File: config.mk
export PLATFORM = sky130hd
export DESIGN_NAME = bitarb_byte_xcvr
export DESIGN_NICKNAME = d
export VERILOG_FILES = /design/src/rtl/bitarb_pkg.sv /design/src/rtl/bitarb_rst_sync.sv /design/src/rtl/bitarb_tx.sv /design/src/rtl/bitarb_rx.sv /design/src/rtl/bitarb_byte_xcvr.sv
export SDC_FILE = /design/constraint.sdc
export NUM_CORES = 1
export LEC_CHECK = 0
export BUFFER_PORTS_ARGS = -buffer_cell sky130_fd_sc_hd__buf_2
export CORE_MARGIN = 2
export CORE_UTILIZATION = 25
export DETAILED_ROUTE_END_ITERATION = 7
export GPL_ROUTABILITY_DRIVEN = 0
export PLACE_DENSITY = 0.48
export REMOVE_ABC_BUFFERS = 1
export SYNTH_ARGS = -nofsm -noshare
export SYNTH_HDL_FRONTEND = slang
export SYNTH_SLANG_ARGS = --single-unit
File: constraint.sdc
create_clock -name clk -period 2.63 [get_ports clk]
set_input_delay 0.1315 -clock clk [delete_from_list [all_inputs] [get_ports clk]]
set_output_delay 0.1315 -clock clk [all_outputs]
set_load 0.02 [all_outputs]
File: src/rtl/bitarb_pkg.sv
package bitarb_pkg;
  typedef enum logic [1:0] {
    TX_IDLE = 2'd0,
    TX_DATA = 2'd1,
    TX_EXT1 = 2'd2,
    TX_EXT2 = 2'd3
  } tx_state_e;
endpackage

File: src/rtl/bitarb_rst_sync.sv
module bitarb_rst_sync (
  input  logic clk,
  input  logic rst_n,
  output logic rst_sync_n
);
  logic s0_q, s1_q;

  always_ff @(posedge clk or negedge rst_n) begin
    if (!rst_n) begin
      s0_q <= 1'b0;
      s1_q <= 1'b0;
    end else begin
      s0_q <= 1'b1;
      s1_q <= s0_q;
    end
  end

  assign rst_sync_n = s1_q;
endmodule

File: src/rtl/bitarb_tx.sv
module bitarb_tx
  import bitarb_pkg::*;
#(
  parameter int W = 8
) (
  input  logic         clk,
  input  logic         rst_n,
  input  logic         bit_tick,
  input  logic         load,
  input  logic [W-1:0] load_data,
  input  logic         rx_in,
  output logic         tx_bit,
  output logic         active,
  output logic         pending,
  output logic         lost,
  output logic         start
);
  localparam int CW = (W > 1) ? $clog2(W) : 1;
  localparam logic [CW-1:0] LAST = CW'(W - 1);

  tx_state_e    state_q, state_d;
  logic [W-1:0] sh_q, sh_d;
  logic [W-1:0] hold_q;
  logic [CW-1:0] cnt_q, cnt_d;
  logic         pend_q, pend_d;
  logic         lost_q, lost_d;
  logic         take;
  logic         differ;

  assign tx_bit  = (state_q == TX_DATA) ? sh_q[W-1] : 1'b1;
  assign differ  = (rx_in != tx_bit);
  assign active  = (state_q != TX_IDLE);
  assign pending = pend_q;
  assign lost    = lost_q;

  always_comb begin
    state_d = state_q;
    sh_d    = sh_q;
    cnt_d   = cnt_q;
    lost_d  = 1'b0;
    take    = 1'b0;
    start   = 1'b0;
    unique case (state_q)
      TX_IDLE: begin
        if (pend_q && !bit_tick) begin
          state_d = TX_DATA;
          sh_d    = hold_q;
          cnt_d   = '0;
          take    = 1'b1;
          start   = 1'b1;
        end
      end
      TX_DATA: begin
        if (bit_tick) begin
          if (differ) begin
            if (cnt_q == LAST) begin
              state_d = TX_EXT1;
            end else begin
              state_d = TX_IDLE;
              lost_d  = 1'b1;
            end
          end else if (cnt_q == LAST) begin
            if (pend_q) begin
              sh_d  = hold_q;
              cnt_d = '0;
              take  = 1'b1;
            end else begin
              state_d = TX_IDLE;
            end
          end else begin
            sh_d  = {sh_q[W-2:0], 1'b0};
            cnt_d = cnt_q + 1'b1;
          end
        end
      end
      TX_EXT1: begin
        if (bit_tick) begin
          if (differ) begin
            state_d = TX_IDLE;
            lost_d  = 1'b1;
          end else begin
            state_d = TX_EXT2;
          end
        end
      end
      TX_EXT2: begin
        if (bit_tick) begin
          state_d = TX_IDLE;
          lost_d  = 1'b1;
        end
      end
      default: state_d = TX_IDLE;
    endcase
  end

  always_comb begin
    pend_d = pend_q;
    if (load)      pend_d = 1'b1;
    else if (take) pend_d = 1'b0;
  end

  always_ff @(posedge clk or negedge rst_n) begin
    if (!rst_n) begin
      state_q <= TX_IDLE;
      sh_q    <= '0;
      cnt_q   <= '0;
      pend_q  <= 1'b0;
      lost_q  <= 1'b0;
    end else begin
      state_q <= state_d;
      sh_q    <= sh_d;
      cnt_q   <= cnt_d;
      pend_q  <= pend_d;
      lost_q  <= lost_d;
    end
  end

  always_ff @(posedge clk or negedge rst_n) begin
    if (!rst_n)    hold_q <= '0;
    else if (load) hold_q <= load_data;
  end
endmodule

File: src/rtl/bitarb_rx.sv
module bitarb_rx #(
  parameter int W = 8
) (
  input  logic         clk,
  input  logic         rst_n,
  input  logic         bit_tick,
  input  logic         realign,
  input  logic         rx_in,
  output logic [W-1:0] byte_out,
  output logic         ready
);
  localparam int CW = (W > 1) ? $clog2(W) : 1;
  localparam logic [CW-1:0] LAST = CW'(W - 1);

  logic [W-1:0]  sr_q, sr_d, out_q;
  logic [CW-1:0] cnt_q, cnt_d;
  logic          done, rdy_q;

  always_comb begin
    sr_d  = sr_q;
    cnt_d = cnt_q;
    done  = 1'b0;
    if (realign) begin
      cnt_d = '0;
    end else if (bit_tick) begin
      sr_d = {sr_q[W-2:0], rx_in};
      if (cnt_q == LAST) begin
        cnt_d = '0;
        done  = 1'b1;
      end else begin
        cnt_d = cnt_q + 1'b1;
      end
    end
  end

  always_ff @(posedge clk or negedge rst_n) begin
    if (!rst_n) begin
      sr_q  <= '0;
      cnt_q <= '0;
      rdy_q <= 1'b0;
    end else begin
      sr_q  <= sr_d;
      cnt_q <= cnt_d;
      rdy_q <= done;
    end
  end

  always_ff @(posedge clk or negedge rst_n) begin
    if (!rst_n)    out_q <= '0;
    else if (done) out_q <= sr_d;
  end

  assign byte_out = out_q;
  assign ready    = rdy_q;
endmodule

File: src/rtl/bitarb_byte_xcvr.sv
module bitarb_byte_xcvr #(
  parameter int W = 8
) (
  input  logic         clk,
  input  logic         rst_n,
  input  logic         bit_tick,
  input  logic         tx_load,
  input  logic [W-1:0] tx_data,
  input  logic         loopback,
  input  logic         rx_bus,
  output logic         tx_bus,
  output logic         tx_active,
  output logic         tx_pending,
  output logic         arb_lost,
  output logic [W-1:0] rx_byte,
  output logic         rx_ready
);
  logic rst_sync_n;
  logic rx_in;
  logic start;

  bitarb_rst_sync u_rst (
    .clk        (clk),
    .rst_n      (rst_n),
    .rst_sync_n (rst_sync_n)
  );

  // loopback multiplexer: own output replaces the bus level
  assign rx_in = loopback ? tx_bus : rx_bus;

  bitarb_tx #(.W(W)) u_tx (
    .clk       (clk),
    .rst_n     (rst_sync_n),
    .bit_tick  (bit_tick),
    .load      (tx_load),
    .load_data (tx_data),
    .rx_in     (rx_in),
    .tx_bit    (tx_bus),
    .active    (tx_active),
    .pending   (tx_pending),
    .lost      (arb_lost),
    .start     (start)
  );

  bitarb_rx #(.W(W)) u_rx (
    .clk      (clk),
    .rst_n    (rst_sync_n),
    .bit_tick (bit_tick),
    .realign  (start),
    .rx_in    (rx_in),
    .byte_out (rx_byte),
    .ready    (rx_ready)
  );
endmodule

==> flow_summary.json, run 1 <==
{
  "tns_ns": 0,
  "fin_crit_ns": 2.080,
  "max-vdd-ir-drop_mv": 0.3118,
  "cts_tree": "yes",
  "cts_buffer_depth": 2,
  "period_share_pct": 79.07,
  "dp_cells": 283,
  "dr.pass1.iters": 4,
  "path_class": "flop to flop",
  "endpoint_kind": "flop",
  "vias": 1244,
  "post_cts_buffers": 0,
  "die_x_um": 94.49,
  "synth-seq-cells": 44,
  "clk_latency_ns": 0.29,
  "critPathArrivalTime_ns": 2.26,
  "port_buffers": 26,
  "tightestPinTransition_ns": 0.9473,
  "max-slew-margin-rel_pct": 36.85,
  "diodes": 0,
  "grt_setup_unrepaired": "no",
  "synthesis.area_um2": 2047,
  "post_cts_resized": 0,
  "hold_violations": 0,
  "stdcell_count": 291,
  "ant_nets": 0,
  "antenna_found_initial": 0,
  "fin_area_um2": 2365,
  "cts_max_level": 2,
  "path_clk_slew_ns": 0.08,
  "grt_max_degree": 43,
  "layout_commonest_cell": "dfrtp_1",
  "leakagePower_nw": 1.093,
  "dpl.hpwl_mm": 2.540,
  "cts-buffers-inserted": 5,
  "wl_per_cell_um": 12.63,
  "grt_pass1_wl_mm": 6.403,
  "wl_mm": 3.676,
  "grt_usage_pct": 9.200,
  "num_io_pins": 27,
  "reg2reg_depth": 6,
  "min_path_cells": 2,
  "rows": 33,
  "avgSynthCellArea_um2": 13.04,
  "critPathMaxFanout": 13,
  "clock-sinks": 44,
  "skew_ns": 0.003220,
  "cp.required_ns": 2.81,
  "critPathLaunchType": "flop",
  "hold_class": "input pin to flop",
  "grt_pass1_vias": 1298,
  "place_area_um2": 2277,
  "outcome": "complete, no violations",
  "fillCellCount": 889,
  "die_y_um": 94.49,
  "drc": 0,
  "grt-ovfl-total": 0,
  "syn_inst": 157,
  "final_nets": 208,
  "fmax_ghz": 0.4809,
  "synth_seq_area_share_pct": 53.79,
  "max_cap_violations": 0,
  "yosysWarningCount": 0,
  "yosysUniqueCellTypes": 39,
  "start_util_pct": 25.29,
  "layout-drive-gt1-share_pct": 40.86,
  "drtIter0Drc": 42,
  "core_area_um2": 8093,
  "cts.root.buffer_cell": "clkbuf_8",
  "final_cell_mix": "43 x dfrtp_1, 30 x mux2_2, 26 x buf_2",
  "setup_violations": 0,
  "area_growth_pct": 15.53,
  "powerDensity_nw_per_um2": 1020,
  "die_area_um2": 8927,
  "drt-vias-per-instance": 4.275,
  "slew_violations": 0
}
power breakdown:
part | leakage, nW | switching [W] | internal (W) | total (W)
sequential | 0.536 | 0.000151 | 0.000909 | 0.00106
combinational | 0.517 | 0.000452 | 0.000497 | 0.000949
clock | 0.0410 | 0.000222 | 0.000181 | 0.000403
cells by family (layout without fill, tap and decap cells):
logic type / Yosys count / count (layout) / share of synthesized area, %
compound gates: 17 / 17 / 5.869
xor+xnor: 1 / 1 / 0.4280
fa+ha+maj: 8 / 8 / 4.890
buf+inv: 14 / 43 / 3.422
flops: 44 / 44 / 53.79
mux: 40 / 40 / 23.35
other cells: 1 / 1 / 0.1832
simple gates: 32 / 32 / 8.070
layout make-up:
cell class / count / area (um2) / share of cell area (%)
Sequential cell: 44 / 1102 / 46.61
Clock buffer: 6 / 72.57 / 3.069
Clock inverter: 1 / 5.005 / 0.2116
Timing Repair Buffer: 28 / 147.6 / 6.243
Tap cell: 105 / 131.4 / 5.556
Inverter: 8 / 30.03 / 1.270
Multi-Input combinational cell: 99 / 875.8 / 37.04
metrics by stage:
step / setup slack [ns] / total power (W) / hold WS (ns) / util [%]
floorplan: 0.4558 / 0.001778 / -0.1641 / -
global placement: 0.6000 / 0.002027 / -0.08167 / 28.14
detailed placement: 0.5494 / 0.002037 / -0.07932 / 28.14
CTS: 0.5226 / 0.002458 / 0.05967 / 29.22
global route: 0.4021 / 0.002617 / 0.05818 / 29.22
finish: 0.5504 / 0.002412 / 0.07019 / 29.22
worst paths after layout:
check	start	to	slack, ns
min in group asynchronous	rst_n	u_rst.s0_q$_DFF_PN0_	0.15
max in group asynchronous	u_rst.rst_sync_n$_DFF_PN0_	u_tx.lost$_DFF_PN0_	1.63
worst max register to register	u_tx.state_q[1]$_DFFE_PN0P_	u_tx.sh_q[1]$_DFFE_PN0P_	0.55
worst min register to register	u_rst.s0_q$_DFF_PN0_	u_rst.rst_sync_n$_DFF_PN0_	0.35
worst max-delay path	u_tx.state_q[1]$_DFFE_PN0P_	u_tx.sh_q[1]$_DFFE_PN0P_	0.55
worst min-delay path	tx_data[3]	u_tx.hold_q[3]$_DFFE_PN0P_	0.07
critical path: stages (launching register included):
cell and delay [ns]:
dfrtp_1 0.38, inv_1 0.08, ha_1 0.33, or3_1 0.44, a22oi_2 0.15, buf_4 0.24
mux2_2 0.35
synthesized netlist by cell type:
cell	instances	share of area, %
a21oi_1	2	0.49
and2b_2	1	0.43
a221oi_1	1	0.43
nand3b_1	1	0.37
or3_1	1	0.31
o32ai_1	1	0.43
inv_1	8	1.5
a21o_1	1	0.37
o221a_2	1	0.55
nor4bb_1	1	0.49
nand2_2	1	0.31
mux2i_1	2	0.98
nor2_1	5	0.92
nand3_1	2	0.49
nor3_1	2	0.49
buf_1	1	0.18
o22ai_1	1	0.31
mux2_4	8	5.9
a31oi_1	1	0.31
buf_2	1	0.24
nand2_1	11	2.0
xnor2_1	1	0.43
dfrtp_1	44	54
clkbuf_2	1	0.24
or2b_1	1	0.37
clkbuf_1	1	0.18
a22oi_2	1	0.61
o21ai_0	5	1.2
ha_1	8	4.9
mux2_2	30	17
nor3b_1	1	0.37
o21a_1	1	0.37
nand2b_1	3	0.92
o211ai_1	1	0.37
nor2b_1	1	0.31
buf_6	2	1.1
conb_1	1	0.18
o221ai_1	1	0.43
and3_1	1	0.31
routing by layer:
| layer | share of wire, % | vias up | global-route usage (%) | wire length (um) |
|---|---|---|---|---|
| li1 | - | 598 | - | - |
| met1 | 51 | 621 | 13.06 | 1859 |
| met2 | 45 | 19 | 13.57 | 1672 |
| met3 | 2.4 | 6 | 2.075 | 90 |
| met4 | 1.4 | 0 | 3.623 | 53 |
| met5 | 0 | - | 0 | 0 |
what timing repair did:
item / 4_1_cts / 5_1_grt
endpoints found under the hold margin: 2 / 0
hold buffers: 1 / 0
setup endpoints to repair: 0 / 0
sequential cells by signal, indices dropped and copies added, names as in the netlist:
signal	flops
u_rst.rst_sync_n	1
u_rst.s0_q	1
u_rx.byte_out	8
u_rx.cnt_q	3
u_rx.ready	1
u_rx.sr_q	7
u_tx.cnt_q	3
u_tx.hold_q	8
u_tx.lost	1
u_tx.pending	1
u_tx.sh_q	8
u_tx.state_q	2
(Power assumes the default switching activity.)
==> inputs of run 2 (changes only) <==
--- a/config.mk
+++ b/config.mk
@@ -10,7 +10,7 @@
 export CORE_UTILIZATION = 25
 export DETAILED_ROUTE_END_ITERATION = 7
 export GPL_ROUTABILITY_DRIVEN = 0
-export PLACE_DENSITY = 0.48
+export PLACE_DENSITY = 0.49
 export REMOVE_ABC_BUFFERS = 1
 export SYNTH_ARGS = -nofsm -noshare
 export SYNTH_HDL_FRONTEND = slang
==> constraint.sdc (replaced) <==
create_clock -name clk -period 1.8 [get_ports clk]
set_input_delay 0.09 -clock clk [delete_from_list [all_inputs] [get_ports clk]]
set_output_delay 0.09 -clock clk [all_outputs]
set_load 0.02 [all_outputs]
==> run 2 against run 1 <==
Clock power rose by 49%. Critical path type unchanged. Via count is 3.9% higher. The flow now finishes with violations (negative setup slack). Die area is the same. Worst setup slack got worse by 0.65 ns. Utilization grew 3.4 points.
==> flow_summary.json, run 2 (synthesis results as in run 1) <==
{
  "tns_ns": -0.5533,
  "start_util_pct": 25.29,
  "layout_commonest_cell": "dfrtp_1",
  "grt_usage_pct": 9.376,
  "hold_end": "u_tx.hold_q[3]$_DFFE_PN0P_",
  "ant_nets": 0,
  "critPathMaxFanout": 5,
  "regArea_um2": 1102,
  "dp_cells": 299,
  "max-vdd-ir-drop_mv": 0.4531,
  "drt-vias-per-instance": 4.115,
  "cp.required_ns": 1.98,
  "cts_tree": "yes",
  "drc": 0,
  "cts_buffer_depth": 2,
  "combPwrFrac_pct": 46.5,
  "reg2reg_from": "u_tx.state_q[0]$_DFFE_PN0P_",
  "grt-ovfl-total": 0,
  "setup_violations": 11,
  "die_x_um": 94.49,
  "antenna_found_initial": 0,
  "grt_max_degree": 24,
  "reg2reg_depth": 8,
  "setup_ws_ns": -0.1002,
  "core_area_um2": 8093,
  "power_frac_seq_pct": 38.4,
  "clock-sinks": 44,
  "period_share_pct": 105.6,
  "final_cell_mix": "43 x dfrtp_1, 29 x mux2_2, 26 x buf_2",
  "dpl.hpwl_mm": 2.656,
  "critPathLaunchType": "flop",
  "grt_pass1_wl_mm": 6.568,
  "grt_setup_unrepaired": "yes",
  "r2r_end": "u_tx.sh_q[6]$_DFFE_PN0P_",
  "endpoint_kind": "flop",
  "stdcell_count": 314,
  "die_y_um": 94.49,
  "cts_max_level": 2,
  "layout-drive-gt1-share_pct": 52.15,
  "fillCellCount": 850,
  "area_growth_pct": 28.79,
  "fin_crit_ns": 1.900,
  "cts.root.buffer_cell": "clkbuf_8",
  "leakagePower_nw": 1.225,
  "clkPwrFrac_pct": 15.1,
  "multiInputGateArea_um2": 928.4,
  "wl_per_cell_um": 12.30,
  "clk_latency_ns": 0.29,
  "num_io_pins": 27,
  "violations": "negative setup slack",
  "rows": 33,
  "final_nets": 231,
  "vias": 1292,
  "swShare_pct": 33.36,
  "critPathArrivalTime_ns": 2.08,
  "skew_ns": 0.005400,
  "dr.pass1.iters": 4,
  "cts-buffers-inserted": 5,
  "outcome": "finished, violations left",
  "diodes": 0,
  "powerDensity_nw_per_um2": 1510,
  "wl_mm": 3.862,
  "path_class": "flop to flop",
  "path_clk_slew_ns": 0.09,
  "hold_class": "input pin to flop",
  "min-delay-start": "tx_data[3]",
  "intPower_w": 0.002654,
  "net-switching-power_w": 0.001328,
  "fmax_ghz": 0.5263,
  "port_buffers": 26,
  "max_cap_violations": 0,
  "hold_violations": 0,
  "grt_pass1_vias": 1363,
  "min_path_cells": 2,
  "die_area_um2": 8927,
  "drtIter0Drc": 59,
  "slew_violations": 0,
  "regToRegSetupSlack_ns": -0.10
}
[run 2: power by group through the flow]
stage | Clock [W] | Sequential, W | Combinational, W
2_1_floorplan | 0 | 0.00162 | 0.000975
3_3_place_gp | 0 | 0.00153 | 0.00168
3_5_place_dp | 0 | 0.00154 | 0.00168
4_1_cts | 0.000629 | 0.00153 | 0.00188
5_1_grt | 0.000673 | 0.00158 | 0.00204
6_report | 0.000601 | 0.00153 | 0.00185
[run 2: critical path, stage by stage (launching register included)]
cell and delay [ns]:
dfrtp_1 0.42, inv_2 0.09, ha_4 0.15, nand2_2 0.05, or3_4 0.32, a22oi_2 0.18, buf_4 0.15, clkbuf_16 0.14
mux2_4 0.29
[run 2: stage by stage]
step	cell area, um2	worst slack [ns]	hold WS [ns]	total power (W)	utilization [%]
floorplan	2007	-0.3742	-0.2056	0.002598	-
global placement	2435	-0.08209	-0.1227	0.003211	30.09
detailed placement	2435	-0.09891	-0.1226	0.003223	30.09
CTS	2623	-0.08577	0.01470	0.004035	32.41
global route	2636	-0.1636	0.009003	0.004290	32.58
finish	2636	-0.1002	0.02571	0.003982	32.58
[run 2: how the worst max path moves through the flow]
| stage | from | to | cells after the start |
|---|---|---|---|
| finish | u_tx.state_q[0]$_DFFE_PN0P_ | u_tx.sh_q[6]$_DFFE_PN0P_ | 8 |
| global route | u_tx.state_q[1]$_DFFE_PN0P_ | u_tx.sh_q[6]$_DFFE_PN0P_ | 8 |
| CTS | u_tx.cnt_q[1]$_DFFE_PN0P_ | u_tx.sh_q[6]$_DFFE_PN0P_ | 7 |
| floorplan | u_tx.state_q[1]$_DFFE_PN0P_ | u_tx.sh_q[1]$_DFFE_PN0P_ | 5 |
| detailed placement | u_tx.state_q[1]$_DFFE_PN0P_ | u_tx.sh_q[1]$_DFFE_PN0P_ | 7 |
| global placement | u_tx.state_q[0]$_DFFE_PN0P_ | u_tx.sh_q[1]$_DFFE_PN0P_ | 7 |
[run 2: per-layer routing]
| metal | vias up | track usage (%) | part of all wire, % | routed length, um |
|---|---|---|---|---|
| met2 | 13 | 14.46 | 46 | 1765 |
| li1 | 648 | - | - | - |
| met5 | - | 0 | 0 | 0 |
| met3 | 2 | 2.554 | 2.7 | 105 |
| met1 | 629 | 12.99 | 51 | 1967 |
| met4 | 0 | 2.536 | 0.62 | 24 |
[run 2: area by class of cell]
| cell class | instances | area share, % |
|---|---|---|
| multi-input combinational | 99 | 35.22 |
| clock inverter | 2 | 0.4746 |
| clock buffer | 5 | 2.610 |
| sequential | 44 | 41.81 |
| inverter | 8 | 1.139 |
| timing repair buffer | 51 | 13.76 |
| tap | 105 | 4.983 |
[run 2: repair_timing]
action	in CTS	in global routing
setup buffers	4	3
resized for setup	9	4
hold buffers	1	0
endpoints found under the setup margin	9	12
endpoints found under the hold margin	2	0
pin swaps	3	1
gates cloned	1	0
==> inputs of run 3 (changes only) <==
--- a/config.mk
+++ b/config.mk
@@ -12,6 +12,7 @@
 export GPL_ROUTABILITY_DRIVEN = 0
 export PLACE_DENSITY = 0.49
 export REMOVE_ABC_BUFFERS = 1
+export SETUP_SLACK_MARGIN = 0.05
 export SYNTH_ARGS = -nofsm -noshare
 export SYNTH_HDL_FRONTEND = slang
 export SYNTH_SLANG_ARGS = --single-unit
==> run 3 against run 2 <==
Clock skew is essentially flat. Cell count increased by 0.32%. Wire length up 1.2%. Design area is 0.81% higher. Total power increased by 1.3%. The flow still finishes with violations (negative setup slack). Count of clock-buffer cells in the layout did not move. Worst hold slack about the same. Critical path type unchanged. Global-route usage unchanged. Via count rose by 0.15%.
==> flow_summary.json, run 3 (synthesis results as in run 1) <==
{
  "cts_max_level": 2,
  "layout_commonest_cell": "dfrtp_1",
  "hold_violations": 0,
  "leakagePower_nw": 1.234,
  "port_buffers": 26,
  "endpoint_kind": "flop",
  "cts_tree": "yes",
  "power_frac_seq_pct": 37.9,
  "intPower_w": 0.002691,
  "place_ws_ns": -0.09891,
  "fmax_ghz": 0.5233,
  "clk_latency_ns": 0.29,
  "slew_violations": 0,
  "fin_crit_ns": 1.911,
  "area_growth_pct": 29.83,
  "vias": 1294,
  "dr.pass1.iters": 4,
  "die_y_um": 94.49,
  "layout-drive-gt1-share_pct": 52.86,
  "cpPeakStageDelay_ns": 0.42,
  "cts-buffers-inserted": 5,
  "cts.root.buffer_cell": "clkbuf_8",
  "grt-ovfl-total": 0,
  "drc": 0,
  "rows": 33,
  "regArea_um2": 1102,
  "die_x_um": 94.49,
  "skew_ns": 0.005399,
  "core_area_um2": 8093,
  "crit_family": "flip-flops",
  "final_cell_mix": "43 x dfrtp_1, 29 x mux2_2, 26 x buf_2",
  "grt_usage_pct": 9.376,
  "hold_class": "input pin to flop",
  "critPathMaxFanout": 5,
  "min_path_cells": 2,
  "setup_ws_ns": -0.1109,
  "cp.required_ns": 1.98,
  "net-switching-power_w": 0.001343,
  "cp_cell_sequence": "inv_2, ha_4, nand2_2, or3_4, a22oi_2, buf_4, clkbuf_16, mux2_4",
  "cp_num_cells": 8,
  "cts_buffer_depth": 2,
  "final_nets": 232,
  "reg2reg_depth": 8,
  "critPathLaunchType": "flop",
  "max-vdd-ir-drop_mv": 0.4550,
  "antenna_found_initial": 0,
  "swShare_pct": 33.29,
  "start_util_pct": 25.29,
  "wl_mm": 3.910,
  "grt_pass1_vias": 1363,
  "grt_pass1_wl_mm": 6.568,
  "worst_hold_slack_ns": 0.02576,
  "fillCellCount": 847,
  "dpl.hpwl_mm": 2.656,
  "path_clk_slew_ns": 0.09,
  "drt-vias-per-instance": 4.108,
  "grt_max_degree": 24,
  "setup_violations": 10,
  "cp.buffers_inverters": 3,
  "multiInputGateArea_um2": 929.6,
  "powerDensity_nw_per_um2": 1518,
  "wl_per_cell_um": 12.41,
  "drtIter0Drc": 66,
  "clock-sinks": 44,
  "path_class": "flop to flop",
  "die_area_um2": 8927,
  "outcome": "finished, violations left",
  "ant_nets": 0,
  "crit_slowest_cell": "dfrtp_1",
  "period_share_pct": 106.2,
  "diodes": 0,
  "violations": "negative setup slack",
  "clkPwrFrac_pct": 14.9,
  "critPathArrivalTime_ns": 2.09,
  "grt_setup_unrepaired": "yes",
  "max_cap_violations": 0,
  "combPwrFrac_pct": 47.2,
  "num_io_pins": 27
}
-- run 3: cell count changes in the layout (fill, tap and decap cells not counted), sizes merged --
cell / before / now
buf: 49 / 50
-- run 3: routing by layer --
metal | global-route usage [%] | part of all wire (%) | routed length, um
met1 | 12.99 | 50 | 1973
met2 | 14.46 | 46 | 1806
met3 | 2.554 | 2.7 | 105
met4 | 2.536 | 0.61 | 24
met5 | 0 | 0 | 0
-- run 3: timing repair --
action,in CTS,in global routing
pin swaps,3,3
setup buffers,4,3
gates cloned,1,0
hold buffers,1,0
endpoints found under the setup margin,9,14
gates resized for setup,9,6
endpoints found under the hold margin,2,0
-- run 3: worst reg2reg max path: cells and delay by family, from the launching register on --
family	cells	cell delay (ns)
and+or+nand+nor	2	0.38
DFF	1	0.42
buffers and inverters	3	0.38
AOI/OAI and AO/OA	1	0.18
muxes	1	0.29
adders and majority gates	1	0.15
-- run 3: power by group through the flow --
stage / combinational [W] / sequential [W] / clock [W]
CTS: 0.00188 / 0.00153 / 0.000629
detailed placement: 0.00168 / 0.00154 / 0
global route: 0.00209 / 0.00158 / 0.000673
global placement: 0.00168 / 0.00153 / 0
finish: 0.00190 / 0.00153 / 0.000602
floorplan: 0.000975 / 0.00162 / 0
-- run 3: area by class of cell --
cell class | instances | share of cell area [%]
clock inverter | 2 | 0.4708
sequential | 44 | 41.48
tap | 105 | 4.944
timing repair buffer | 52 | 14.41
clock buffer | 5 | 2.589
multi-input combinational | 99 | 34.98
inverter | 8 | 1.130
-- run 3: path summary, 6_finish.rpt --
check	start	end	slack [ns]
worst max-delay path	u_tx.state_q[0]$_DFFE_PN0P_	u_tx.sh_q[6]$_DFFE_PN0P_	-0.11
worst min-delay path	tx_data[3]	u_tx.hold_q[3]$_DFFE_PN0P_	0.03
worst max register to register	u_tx.state_q[0]$_DFFE_PN0P_	u_tx.sh_q[6]$_DFFE_PN0P_	-0.11
worst min register to register	u_rst.rst_sync_n$_DFF_PN0_	u_tx.hold_q[1]$_DFFE_PN0P_	0.22
max in group asynchronous	u_rst.rst_sync_n$_DFF_PN0_	u_rx.byte_out[4]$_DFFE_PN0P_	1.10
min in group asynchronous	rst_n	u_rst.rst_sync_n$_DFF_PN0_	0.11
-- run 3: metrics by stage --
stage | total power [W] | util, % | instances | instance area (um2) | TNS (ns)
after floorplan | 0.002598 | - | 151 | 2007 | -3.252
after global placement | 0.003211 | 30.09 | 299 | 2435 | -0.5001
after detailed placement | 0.003223 | 30.09 | 299 | 2435 | -0.6320
after CTS | 0.004035 | 32.41 | 312 | 2623 | -0.6340
after global routing | 0.004340 | 32.84 | 315 | 2658 | -1.573
final | 0.004034 | 32.84 | 315 | 2658 | -0.9386
